===== config.mk =====
export PLATFORM = sky130hd
export DESIGN_NAME = rkeep_bank
export DESIGN_NICKNAME = d
export VERILOG_FILES = /design/src/rtl/rkeep_pkg.sv /design/src/rtl/rkeep_pwr_seq.sv /design/src/rtl/rkeep_batt_flag.sv /design/src/rtl/rkeep_ctl_regs.sv /design/src/rtl/rkeep_bank.sv
export SDC_FILE = /design/constraint.sdc
export NUM_CORES = 1
export LEC_CHECK = 0
export BUFFER_PORTS_ARGS = -buffer_cell sky130_fd_sc_hd__buf_2
export CAP_MARGIN = 20
export CORE_MARGIN = 2
export CORE_UTILIZATION = 46
export DETAILED_ROUTE_END_ITERATION = 16
export PLACE_DENSITY = 0.73
export SLEW_MARGIN = 30
export SYNTH_ARGS = -nofsm -noshare
export SYNTH_HDL_FRONTEND = slang
export SYNTH_HIERARCHICAL = 1
export SYNTH_SLANG_ARGS = --single-unit

===== constraint.sdc =====
create_clock -name clk -period 2.4 [get_ports clk]
set_clock_uncertainty 0.2 [all_clocks]
set_input_delay 0.6 -clock clk [delete_from_list [all_inputs] [get_ports clk]]
set_output_delay 0.6 -clock clk [all_outputs]
set_load 0.005 [all_outputs]

===== src/rtl/rkeep_pkg.sv =====
package rkeep_pkg;
   typedef enum logic [1:0] {
      EV_NONE   = 2'd0,
      EV_ATTACH = 2'd1,
      EV_PDOWN  = 2'd2,
      EV_PUP    = 2'd3
   } ev_cls_t;

   typedef struct packed {
      logic       afe;
      logic       abe;
      logic [3:0] usr;
      logic       w;
      logic       r;
      logic       ft;
      logic [4:0] cal;
      logic       steer;
      logic [4:0] mult;
      logic [1:0] res;
   } regs_t;

   localparam int STAT_AFE_BIT = 7;
   localparam int STAT_ABE_BIT = 6;
   localparam int STAT_BL_BIT  = 4;
endpackage


===== src/rtl/rkeep_pwr_seq.sv =====
module rkeep_pwr_seq
   import rkeep_pkg::*;
(
   input  logic    clk,
   input  logic    batt_attach,
   input  logic    vcc_good,
   input  logic    rst_req,
   output ev_cls_t ev_cls,
   output logic    chk_stb
);
   logic vcc_q;
   logic chk_q;
   logic pu_edge;
   logic pd_edge;

   assign pu_edge = vcc_good & ~vcc_q;
   assign pd_edge = ~vcc_good & vcc_q;

   always_ff @(posedge clk) begin
      if (batt_attach) begin
         vcc_q <= 1'b0;
         chk_q <= 1'b0;
      end else begin
         vcc_q <= vcc_good;
         chk_q <= pu_edge;
      end
   end

   assign chk_stb = chk_q & vcc_good & ~batt_attach;

   always_comb begin
      if (batt_attach)               ev_cls = EV_ATTACH;
      else if (pd_edge)              ev_cls = EV_PDOWN;
      else if (pu_edge || rst_req)   ev_cls = EV_PUP;
      else                           ev_cls = EV_NONE;
   end
endmodule


===== src/rtl/rkeep_batt_flag.sv =====
module rkeep_batt_flag (
   input  logic clk,
   input  logic batt_attach,
   input  logic chk_stb,
   input  logic batt_low_in,
   output logic bl_q
);
   always_ff @(posedge clk) begin
      if (batt_attach)  bl_q <= 1'b0;
      else if (chk_stb) bl_q <= batt_low_in;
   end
endmodule


===== src/rtl/rkeep_ctl_regs.sv =====
module rkeep_ctl_regs
   import rkeep_pkg::*;
#(
   parameter int DATA_W      = 8,
   parameter bit ATTACH_ONES = 1'b0
) (
   input  logic              clk,
   input  ev_cls_t           ev_cls,
   input  logic              wr_stat,
   input  logic              wr_ctl,
   input  logic              wr_wd,
   input  logic [DATA_W-1:0] wr_data,
   output regs_t             regs_q
);
   localparam int REGS_W = $bits(regs_t);

   regs_t fill;
   regs_t nxt;

   generate
      if (ATTACH_ONES) begin : g_fill_ones
         assign fill = regs_t'({REGS_W{1'b1}});
      end else begin : g_fill_zero
         assign fill = regs_t'({REGS_W{1'b0}});
      end
   endgenerate

   always_comb begin
      nxt = regs_q;
      unique case (ev_cls)
         EV_ATTACH: begin
            nxt       = fill;
            nxt.w     = 1'b0;
            nxt.r     = 1'b0;
            nxt.ft    = 1'b0;
            nxt.afe   = 1'b0;
            nxt.abe   = 1'b0;
            nxt.steer = 1'b0;
            nxt.mult  = '0;
            nxt.res   = '0;
         end
         EV_PUP: begin
            nxt.w     = 1'b0;
            nxt.r     = 1'b0;
            nxt.ft    = 1'b0;
            nxt.afe   = 1'b0;
            nxt.abe   = 1'b0;
            nxt.steer = 1'b0;
            nxt.mult  = '0;
            nxt.res   = '0;
         end
         EV_PDOWN: begin
            nxt.w     = 1'b0;
            nxt.r     = 1'b0;
            nxt.ft    = 1'b0;
            nxt.steer = 1'b0;
            nxt.mult  = '0;
            nxt.res   = '0;
         end
         default: begin
            if (wr_stat) begin
               nxt.afe = wr_data[STAT_AFE_BIT];
               nxt.abe = wr_data[STAT_ABE_BIT];
               nxt.usr = wr_data[3:0];
            end
            if (wr_ctl) begin
               nxt.w   = wr_data[7];
               nxt.r   = wr_data[6];
               nxt.ft  = wr_data[5];
               nxt.cal = wr_data[4:0];
            end
            if (wr_wd) begin
               nxt.steer = wr_data[7];
               nxt.mult  = wr_data[6:2];
               nxt.res   = wr_data[1:0];
            end
         end
      endcase
   end

   always_ff @(posedge clk) regs_q <= nxt;
endmodule


===== src/rtl/rkeep_bank.sv =====
module rkeep_bank
   import rkeep_pkg::*;
#(
   parameter int                ADDR_W      = 15,
   parameter int                DATA_W      = 8,
   parameter logic [ADDR_W-1:0] BASE_ADDR   = 15'h7FF0,
   parameter bit                ATTACH_ONES = 1'b0
) (
   input  logic              clk,
   input  logic              batt_attach,
   input  logic              vcc_good,
   input  logic              rst_req,
   input  logic              batt_low_in,
   input  logic [ADDR_W-1:0] addr,
   input  logic              wr_en,
   input  logic              rd_en,
   input  logic [DATA_W-1:0] wr_data,
   output logic [DATA_W-1:0] rd_data
);
   localparam logic [ADDR_W-1:0] STAT_ADDR = BASE_ADDR;
   localparam logic [ADDR_W-1:0] CTL_ADDR  = BASE_ADDR + ADDR_W'(1);
   localparam logic [ADDR_W-1:0] WD_ADDR   = BASE_ADDR + ADDR_W'(2);

   generate
      if (DATA_W != 8) begin : g_bad_data_w
         $error("rkeep_bank: register layout needs DATA_W == 8");
      end
      if (ADDR_W < 2) begin : g_bad_addr_w
         $error("rkeep_bank: ADDR_W too small");
      end
   endgenerate

   ev_cls_t ev_cls;
   logic    chk_stb;
   logic    bl_q;
   regs_t   regs_q;
   logic    bus_ok;
   logic    hit_stat, hit_ctl, hit_wd;

   assign bus_ok   = vcc_good;
   assign hit_stat = (addr == STAT_ADDR);
   assign hit_ctl  = (addr == CTL_ADDR);
   assign hit_wd   = (addr == WD_ADDR);

   rkeep_pwr_seq u_seq (
      .clk         (clk),
      .batt_attach (batt_attach),
      .vcc_good    (vcc_good),
      .rst_req     (rst_req),
      .ev_cls      (ev_cls),
      .chk_stb     (chk_stb)
   );

   rkeep_batt_flag u_flag (
      .clk         (clk),
      .batt_attach (batt_attach),
      .chk_stb     (chk_stb),
      .batt_low_in (batt_low_in),
      .bl_q        (bl_q)
   );

   rkeep_ctl_regs #(
      .DATA_W      (DATA_W),
      .ATTACH_ONES (ATTACH_ONES)
   ) u_regs (
      .clk     (clk),
      .ev_cls  (ev_cls),
      .wr_stat (bus_ok & wr_en & hit_stat),
      .wr_ctl  (bus_ok & wr_en & hit_ctl),
      .wr_wd   (bus_ok & wr_en & hit_wd),
      .wr_data (wr_data),
      .regs_q  (regs_q)
   );

   always_comb begin
      rd_data = '0;
      if (bus_ok && rd_en) begin
         if (hit_stat) rd_data = {regs_q.afe, regs_q.abe, 1'b0, bl_q, regs_q.usr};
         else if (hit_ctl) rd_data = {regs_q.w, regs_q.r, regs_q.ft, regs_q.cal};
         else if (hit_wd) rd_data = {regs_q.steer, regs_q.mult, regs_q.res};
      end
   end
endmodule


After elaboration in Yosys (flattened, before gate mapping)
Index checks and enable logic that the tools add are counted.
- bits in registers: 25
- output and inout port bits: 8
- logic and storage cells: 55
- equal/unequal tests: 6
- muxes and demuxes: 12
- bitwise gates (word level): 13
- reduce and logical (&&, ||, !) cells: 11
- operators by type and width (kind ; count):
    15-bit equality test, second input constant ; 3
    8-bit two-way mux ; 4
    5-bit one-hot mux with 2 select lines ; 1
    1-bit AND ; 8
    4-bit one-hot mux with 2 select lines ; 1
    2-bit two-way mux ; 3
    6-bit two-way mux ; 1
    2-bit AND reduction ; 3
    2-bit nonzero test ; 3
    5-bit two-way mux ; 1
    1-bit NOT ; 5
    2-bit equality test, second input constant ; 2
    2-bit one-hot mux with 2 select lines ; 1
    2-bit OR reduction ; 2
    3-bit OR reduction ; 1
    2-bit by 1-bit equality test with 1-bit output, second input constant ; 1
    1-bit logical AND ; 1
    1-bit logical OR ; 1

Logic depth before layout (Yosys ltp)
Gate-level depths: netlist (run 1).
- word-level depth: 10
- mapped depth: 6
- depth with buffers taken out: 5

Cells and area by module
The synthesis (run 1) kept the hierarchy.
- by module, submodules not included (module ; instances ; cells an instance ; area each (µm²) ; sequential area each (µm²)):
    rkeep_ctl_regs ; 1 ; 61 ; 800.8 ; 550.5
    rkeep_bank ; 1 ; 55 ; 419.2 ; 0.0
    rkeep_pwr_seq ; 1 ; 11 ; 97.6 ; 40.0
    rkeep_batt_flag ; 1 ; 3 ; 33.8 ; 20.0

Worst setup path after synthesis (run 1)
No wires, ideal clock.
- path type: input to output
- start: input port addr[2]
- end: output port rd_data[0]
- arrival time: 1.704 ns
- setup slack: -0.104 ns
- stages: 4
- buffers on the path: 1
- cell sequence: nand4bb_4 or4_4 buf_6 a221oi_2
- cells in the longest elaborated chain, start to end: 5
- elaborated cells on any way between the ends: 7
- those cells by class: eq/ne: 3; mux: 4
- ends and longest elaborated chain (what ; RTL line ; text):
    start: declaration ; rkeep_bank.sv:14 ; input logic [ADDR_W-1:0] addr,
    15-bit equality test ; rkeep_bank.sv:43 ; assign hit_wd = (addr == WD_ADDR);
    8-bit two-way mux ; rkeep_bank.sv:80 ; else if (hit_wd) rd_data = {regs_q.steer, regs_q.mult, regs_q.res};
    8-bit two-way mux ; rkeep_bank.sv:79 ; else if (hit_ctl) rd_data = {regs_q.w, regs_q.r, regs_q.ft, regs_q.cal};
    8-bit two-way mux * ; rkeep_bank.sv:78 ; if (hit_stat) rd_data = {regs_q.afe, regs_q.abe, 1'b0, bl_q, regs_q.usr};
    8-bit two-way mux * ; rkeep_bank.sv:77 ; if (bus_ok && rd_en) begin
    end: declaration ; rkeep_bank.sv:18 ; output logic [DATA_W-1:0] rd_data
Every way passes the cells marked *; elsewhere a longest branch is shown, timed or not.

Worst setup path after layout (run 1)
- start: input port addr[2]
- end: output port rd_data[4]
Same word-level chain as after synthesis.

==> results of run 1 <==
worst max-delay path, delay by kind of cell:
| family | cells | cell delay, ns |
|---|---|---|
| buffers and inverters | 2 | 0.24 |
| AND/OR/NAND/NOR | 2 | 0.75 |
| AO/OA/AOI/OAI | 1 | 0.22 |
flip-flops by register name, summed over array words and instances (netlist names):
| name | cells |
|---|---|
| u_seq/chk_q | 1 |
| u_seq/vcc_q | 1 |
| u_regs/regs_q | 22 |
| u_flag/bl_q | 1 |
through the flow:
| stage | instances | setup WS (ns) | TNS [ns] |
|---|---|---|---|
| 2_1_floorplan | 130 | -0.04317 | -0.3022 |
| 4_1_cts | 212 | -0.1866 | -1.323 |
| 6_report | 213 | -0.2028 | -1.463 |
| 3_3_place_gp | 207 | -0.2105 | -1.655 |
| 3_5_place_dp | 207 | -0.2374 | -1.764 |
| 5_1_grt | 213 | -0.2503 | -1.837 |
final cells by class:
class,instances,area share
timing repair buffer,53,0.2056
tap,31,0.02221
clock buffer,3,0.01289
multi-input combinational,84,0.3711
clock inverter,1,0.004298
inverter,16,0.03438
sequential,25,0.3496
power by group through the flow:
stage	logic (W)	clock network (W)	registers, W
finish	0.000114	0.000196	0.000470
global route	0.000127	0.000222	0.000472
CTS	0.000112	0.000198	0.000470
detailed placement	0.000107	0	0.000480
global placement	0.000104	0	0.000480
floorplan	0.0000545	0	0.000479
kinds of logic (layout without fill, tap and decap cells):
kind of cell             after synthesis  count (layout)  synth area share
adder cells (fa/ha/maj)                1               1          0.008333
buffers and inverters                 21              73           0.07037
AO/OA/AOI/OAI                         16              16            0.1278
flip-flops                            25              25            0.4519
multiplexers                          12              12           0.08889
XOR/XNOR                               1               1          0.006483
AND/OR/NAND/NOR                       54              54            0.2463
synth_stat cells (all sizes together):
cell / instances
nand4: 2
or4: 1
mux2i: 12
or2: 2
buf: 2
nand4bb: 2
inv: 16
nor4: 2
a221oi: 7
clkbuf: 3
nand3: 2
and3: 3
a21o: 8
nor2b: 5
a22oi: 1
xor2: 1
nand2b: 8
and2: 7
maj3: 1
dfxtp: 14
nor2: 20
edfxtp: 11
metal layers:
layer  share of wire  up-vias  global-route usage  routed length, microns
li1                -      551                   -                       -
met1            0.46      496              0.2652                    1350
met2            0.47       30              0.3312                    1374
met3           0.060        6             0.03348                     176
met4           0.017        0             0.05980                      51
met5               0        -                   0                       0
path summary, 6_finish.rpt:
path                from  slack (ns)                 to
max reg2reg  u_seq/vcc_q        0.58  u_regs/regs_q[15]
max              addr[2]       -0.20         rd_data[4]
min          batt_attach        0.26        u_flag/bl_q
min reg2reg  u_flag/bl_q        0.31        u_flag/bl_q
what timing repair did:
| action | CTS | global route |
|---|---|---|
| gates resized for setup | 4 | 4 |
| endpoints found under the setup margin | 8 | 8 |
| pin swaps | 1 | 3 |
| buffers inserted | 1 | 1 |
==> results.txt, run 1 <==
The critical path goes through buf_6, nand4bb_4, or4_4, a221oi_2, buf_2. Across the whole layout, storage elements account for 610.6 sq um. In the final design database the tool counted 213 nets. Of all cell types, the one taking the most synthesized area is sky130_fd_sc_hd__edfxtp_1. TritonCTS built the clock tree.

Summed over all layers, the global routing overflow is 0. Fill cells in the final layout number 248. The combinational fraction of design power was 0.146. The critical path endpoint category is a primary output. The effective utilization at floorplan was 0.4858; the top cell type's share of synthesized area was 0.2444. The full die area is 0.003387 sq mm. The post-synthesis area per instance is 10.39 sq um. For the pin with the worst max-slew slack, the measured transition is 0.3541 ns.

Last weighted congestion value of the routability-driven placer: 0.8231. The run finished, with violations left. The design draws 0.0007805 W. On the critical path, the stage with the largest delay is an instance of sky130_fd_sc_hd__or4_4. The worst slack on hold paths came out at 0.2614 ns. In this run the cell area measured after placement is 0.001658 sq mm. The post-route clock period utilization is 1.084, and the max-capacitance violation count is 0. The tools report the depth of the CTS H-tree as 1.

The sequential-to-total area share from yosys stat is 0.4519, and the via count of the first global-routing pass is 1155. The width of the die works out to 58.20 microns. 38 I/O pins were placed. Data on the critical path is required at its endpoint by 1.60 ns. The total of buffers placed on input and output ports was 37; the die height was 58.20 microns. Share of post-route cells with drive strength above 1: 0.3846. STA classifies the critical path startpoint as an input port.

The tools report the standby leakage power as 0.7135 nW. The signed area change from the synthesized netlist to the final layout came out at 29.26%. The number of design rule violations left after detail routing is 0, and the number of buffers created by CTS is 3.

Cell internal power was estimated by the tool at 0.0005878 W. The tools report the number of warnings reported in the yosys synthesis log as 6. The floorplan has 19 rows. The path class of the tightest hold or removal check is input port to flip-flop.

The number of register bits inferred by synthesis was 25. The run gives 0.6280 as the utilization of the core after routing. The checks that failed: negative setup slack. For the finished layout, the period the worst path requires is 2.603 ns. The post-synthesis cell area came out at 0.001351 sq mm. Yosys attributes the largest share of cell area to sky130_fd_sc_hd__edfxtp_1, sky130_fd_sc_hd__dfxtp_1, sky130_fd_sc_hd__mux2i_1.

Derived from the worst setup path, the maximum achievable clock frequency is 384.2 MHz. The worst setup slack after layout came out at -0.2028 ns. Latest clock arrival within the worst-skew pair: 0.32 ns.

In the layout the commonest cells are sky130_fd_sc_hd__buf_2, sky130_fd_sc_hd__nor2_1, sky130_fd_sc_hd__inv_1. The number of iterations in the first detailed-routing pass came out at 4. The multi-input combinational cells in the finished layout cover a total of 648.1 sq um. The number of antenna diodes in the final layout is 0. The analysis attributes to net switching a power of 0.0001927 W. The tools report the area of the core as 0.002781 sq mm. The worst reg2reg path depth is 5, and the global router's overall resource usage is 0.1988.

The final instance area is 0.001747 sq mm, and the average routed wire per standard cell is 13.86 microns. The synthesized net count was 160; the maximum count of clock buffers along a single path was 2. Clock-pin slew was measured on the worst setup and hold paths at 0.14 ns. Wire length after detailed routing: 2953 microns. The clock tree root driver cell is sky130_fd_sc_hd__clkbuf_4. The count of mapped cells out of synthesis was 130. The switching portion of total power is 0.2469. The tools report the total count of max-transition violations in the final report as 0. Critical setup path kind: input port to primary output.

The worst max-slew margin expressed relative to the limit was 0.7640; the final-report setup violation count was 8. Power share of the clock group: 0.252. The first global-routing pass estimated 5195 microns of wire. Setup repair after global routing could not meet its margin everywhere.

The netlist uses 26 different library cells. The final-report hold violation count is 0, and the largest net degree at the start of global routing is 18. Most common library cell in the layout ignoring fill and taps: sky130_fd_sc_hd__buf_2. Areal power density over the cells: 446.9 mW/mm^2. The clock drives 25 sinks. For the count of nets left with antenna violations after detail routing, the log shows 0. For the peak supply drop, the log shows 433.5 uV.

The run gives 1.80 ns as the critical path arrival. On the worst path, the slowest cell contributes a delay of 0.53 ns. The fraction of power consumed by sequential logic is 0.603, and the peak fanout along the critical path is 8. After detailed routing, the number of vias per cell comes to 5.085. For the initial antenna violation count, the log shows 0. The wire-length estimate of the detail-placed layout is 2241 microns. Buffers inserted to repair hold after CTS numbered 0. Summing over every cut layer, the via total after detailed routing is 1083. The tools report the DRC marker count from the first detailed-route iteration as 49. The worst hold path was traced through 2 stages.
Note: power is estimated with default switching activity, not from simulation.
==> run 2, diff against run 1 <==
- REMOVE_ABC_BUFFERS: default -> 1
==> run 2 against run 1 <==
  * The flow still finishes with violations (negative setup slack)
  * Combinational power about the same
  * Core utilization decreased by 0.090 points
  * Register-to-register slack about the same
  * Sequential share of layout area increased by 0.050 points
  * Clock power decreased by 8%
  * Sequential power about the same
  * Final cell count increased by 1.4%
  * Die area unchanged
  * Global-route usage decreased by 1.1 points
  * Final area decreased by 0.14%
  * First-iteration DRC count decreased by 14%
  * Largest cell class unchanged
  * Highest routed layer unchanged
==> results.txt, run 2 (synthesis results as in run 1) <==
The flow ran to the end, but the final reports show violations. The checks that failed: negative setup slack. In this run the tool buffered the top-level ports with 37 buffer cells. The finished cells cover 0.001744 sq mm. TritonCTS built the clock tree. Dividing total power by cell area gives a power density of 438.5 mW/mm^2. The worst max-slew margin expressed relative to the limit is 0.7325, and the total power of the final layout is 0.0007649 W. Dividing the detail-routed via count by the number of cells gives 5.176. Summed over all layers, the routed wires come to 2905 microns.

At the pin with the least slew margin, the transition time is 0.4013 ns. The post-route clock period utilization works out to 1.079. After the last flow step, the layout net total stands at 216. The critical path endpoint category is a primary output. Measured along the y axis, the die boundary spans 58.20 microns. Setup violations remaining at the end of the flow were counted as 8. The final-report hold violation count is 0, and the largest net degree at the start of global routing is 18. The utilization of the core after routing was 0.6271. For this run the aggregate overflow at the end of global routing stands at 0. The type of element launching the critical path was an input port.

The maximum achievable frequency is 386.2 MHz, and the HPWL reported at the end of detailed placement is 2237 microns. After detailed routing, the average wire length per cell comes to 13.45 microns. The region available for standard cell placement spans 0.002781 sq mm. The width of the die was 58.20 microns; the depth of the CTS H-tree was 1.

Signal routing reaches up to met4. The via total after detailed routing is 1118. The worst hold path class is input port to flip-flop. In this run the remaining antenna-violating nets after routing total 0. The total count of max-transition violations in the final report is 0, and the via count of the first global-routing pass is 1083. The first global-routing pass estimated 4823 microns of wire. The repair_antennas step left the layout with diodes totalling 0.

The die covers 0.003387 sq mm. The setup path with the least slack is of type input port to primary output. The global router's overall resource usage was 0.1876; the number of iterations in the first detailed-routing pass was 4. Clock-pin slew reported for the worst setup and hold paths after clock tree synthesis: 0.13 ns.

The top cell types in the final layout, fill and taps aside, are sky130_fd_sc_hd__buf_2, sky130_fd_sc_hd__nor2_1, sky130_fd_sc_hd__buf_4. Once layout is complete, the cells apart from fillers number 216. STA puts the critical path data arrival time at 1.79 ns.

Registers take 610.6 sq um. Wire segments on met2 add up to 1393 microns in the final route. The clock passes through at most 2 buffers. The area growth from synthesis to layout is 29.07%. The standby leakage power came out at 0.7269 nW.

The clock net in this run drives a total of 25 sinks. At the worst endpoint, the required time is 1.60 ns. The number of flip-flops in the largest register is 22, and the placement-stage worst setup slack is -0.3398 ns.

The DRC marker count from the first detailed-route iteration was 42. The effective utilization at floorplan came out at 0.4858. In the final routing, the length of wire on met1 measures 1297 microns. u_regs/regs_q holds more flip-flops than any other register. The routed design could run at a clock period as short as 2.589 ns.

Number of buffers created by CTS: 3. In this run, placement finished with an instance count of 210. Counting the fill cells in the layout gives 240. In the final layout, the multi-input gates occupy 648.1 sq um.

Clock tree synthesis selected as its root buffer the cell sky130_fd_sc_hd__clkbuf_4. Of all nets on the critical path, the largest fanout is 8. Peak supply drop: 357.9 uV. The initial antenna violation count was 0; the share of post-route cells with drive strength above 1 was 0.3946.

For this design the top-level I/O count stands at 38. After detailed routing, the number of remaining DRC violations is 0. The total of hold buffers inserted after clock tree synthesis is 0, and the latest clock arrival within the worst-skew pair is 0.30 ns. The placed instances occupy a cell area of 0.001668 sq mm.

The run gives 197 microns as the routed length on met3. The library cell used most frequently in the layout, excluding fill and tap cells, is sky130_fd_sc_hd__buf_2. The logs give 0 for the max-capacitance violation count and 19 for the number of placement rows. Setup repair after global routing could not meet its margin everywhere.

For the last weighted congestion value of the routability-driven placer, the log shows 0.7712. The worst setup slack after layout is -0.1893 ns.
[run 2: cell types whose count changed in the layout (fill, tap and decap cells not counted)]
cell / change
sky130_fd_sc_hd__buf_4: +5
sky130_fd_sc_hd__clkinv_2: +1
sky130_fd_sc_hd__clkinvlp_4: -1
sky130_fd_sc_hd__buf_12: -1
sky130_fd_sc_hd__buf_2: +1
sky130_fd_sc_hd__buf_6: -2
[run 2: cell type report]
type,count,share of cell area
flip-flops and latches,25,0.3501
multi-input cells,84,0.3716
repair buffers,56,0.2059
inverters,16,0.03443
clock inverters,1,0.002869
well taps,31,0.02224
clock buffers,3,0.01291
[run 2: path summary, 6_finish.rpt]
path / cells after the start / slack [ns] / to / start
worst max register to register: 5 / 0.57 / u_regs/regs_q[6] / u_seq/vcc_q
worst min-delay path: 2 / 0.27 / u_flag/bl_q / batt_attach
worst max-delay path: 5 / -0.19 / rd_data[7] / addr[3]
worst min register to register: 2 / 0.31 / u_regs/regs_q[0] / u_regs/regs_q[0]
[run 2: report_power, final]
| part | total [W] | switching (W) | internal (W) |
|---|---|---|---|
| logic | 0.000114 | 0.0000561 | 0.0000578 |
| registers | 0.000471 | 0.00000493 | 0.000466 |
| clock network | 0.000180 | 0.000118 | 0.0000621 |
[run 2: worst max-delay path: stages]
cell and delay, ns:
sky130_fd_sc_hd__buf_6 0.09, sky130_fd_sc_hd__nand4bb_4 0.21, sky130_fd_sc_hd__or4_4 0.53, sky130_fd_sc_hd__a221oi_2 0.21
sky130_fd_sc_hd__buf_2 0.15
[run 2: per-stage QoR]
step                TNS [ns]  hold slack, ns
global placement      -3.892          0.2719
detailed placement    -3.982          0.2860
floorplan            -0.3913          0.2604
global route          -1.835          0.2529
finish                -1.424          0.2714
CTS                   -1.430          0.2649
[run 2: routing by layer]
layer	vias to the layer above	GRT usage
li1	564	-
met1	518	0.2521
met2	34	0.3068
met3	2	0.03125
met4	0	0.06312
met5	-	0
[run 2: repair_timing]
action,in CTS,in global routing
pin swaps,4,2
resized for setup,3,3
setup endpoints to repair,8,8
buffers inserted,1,1
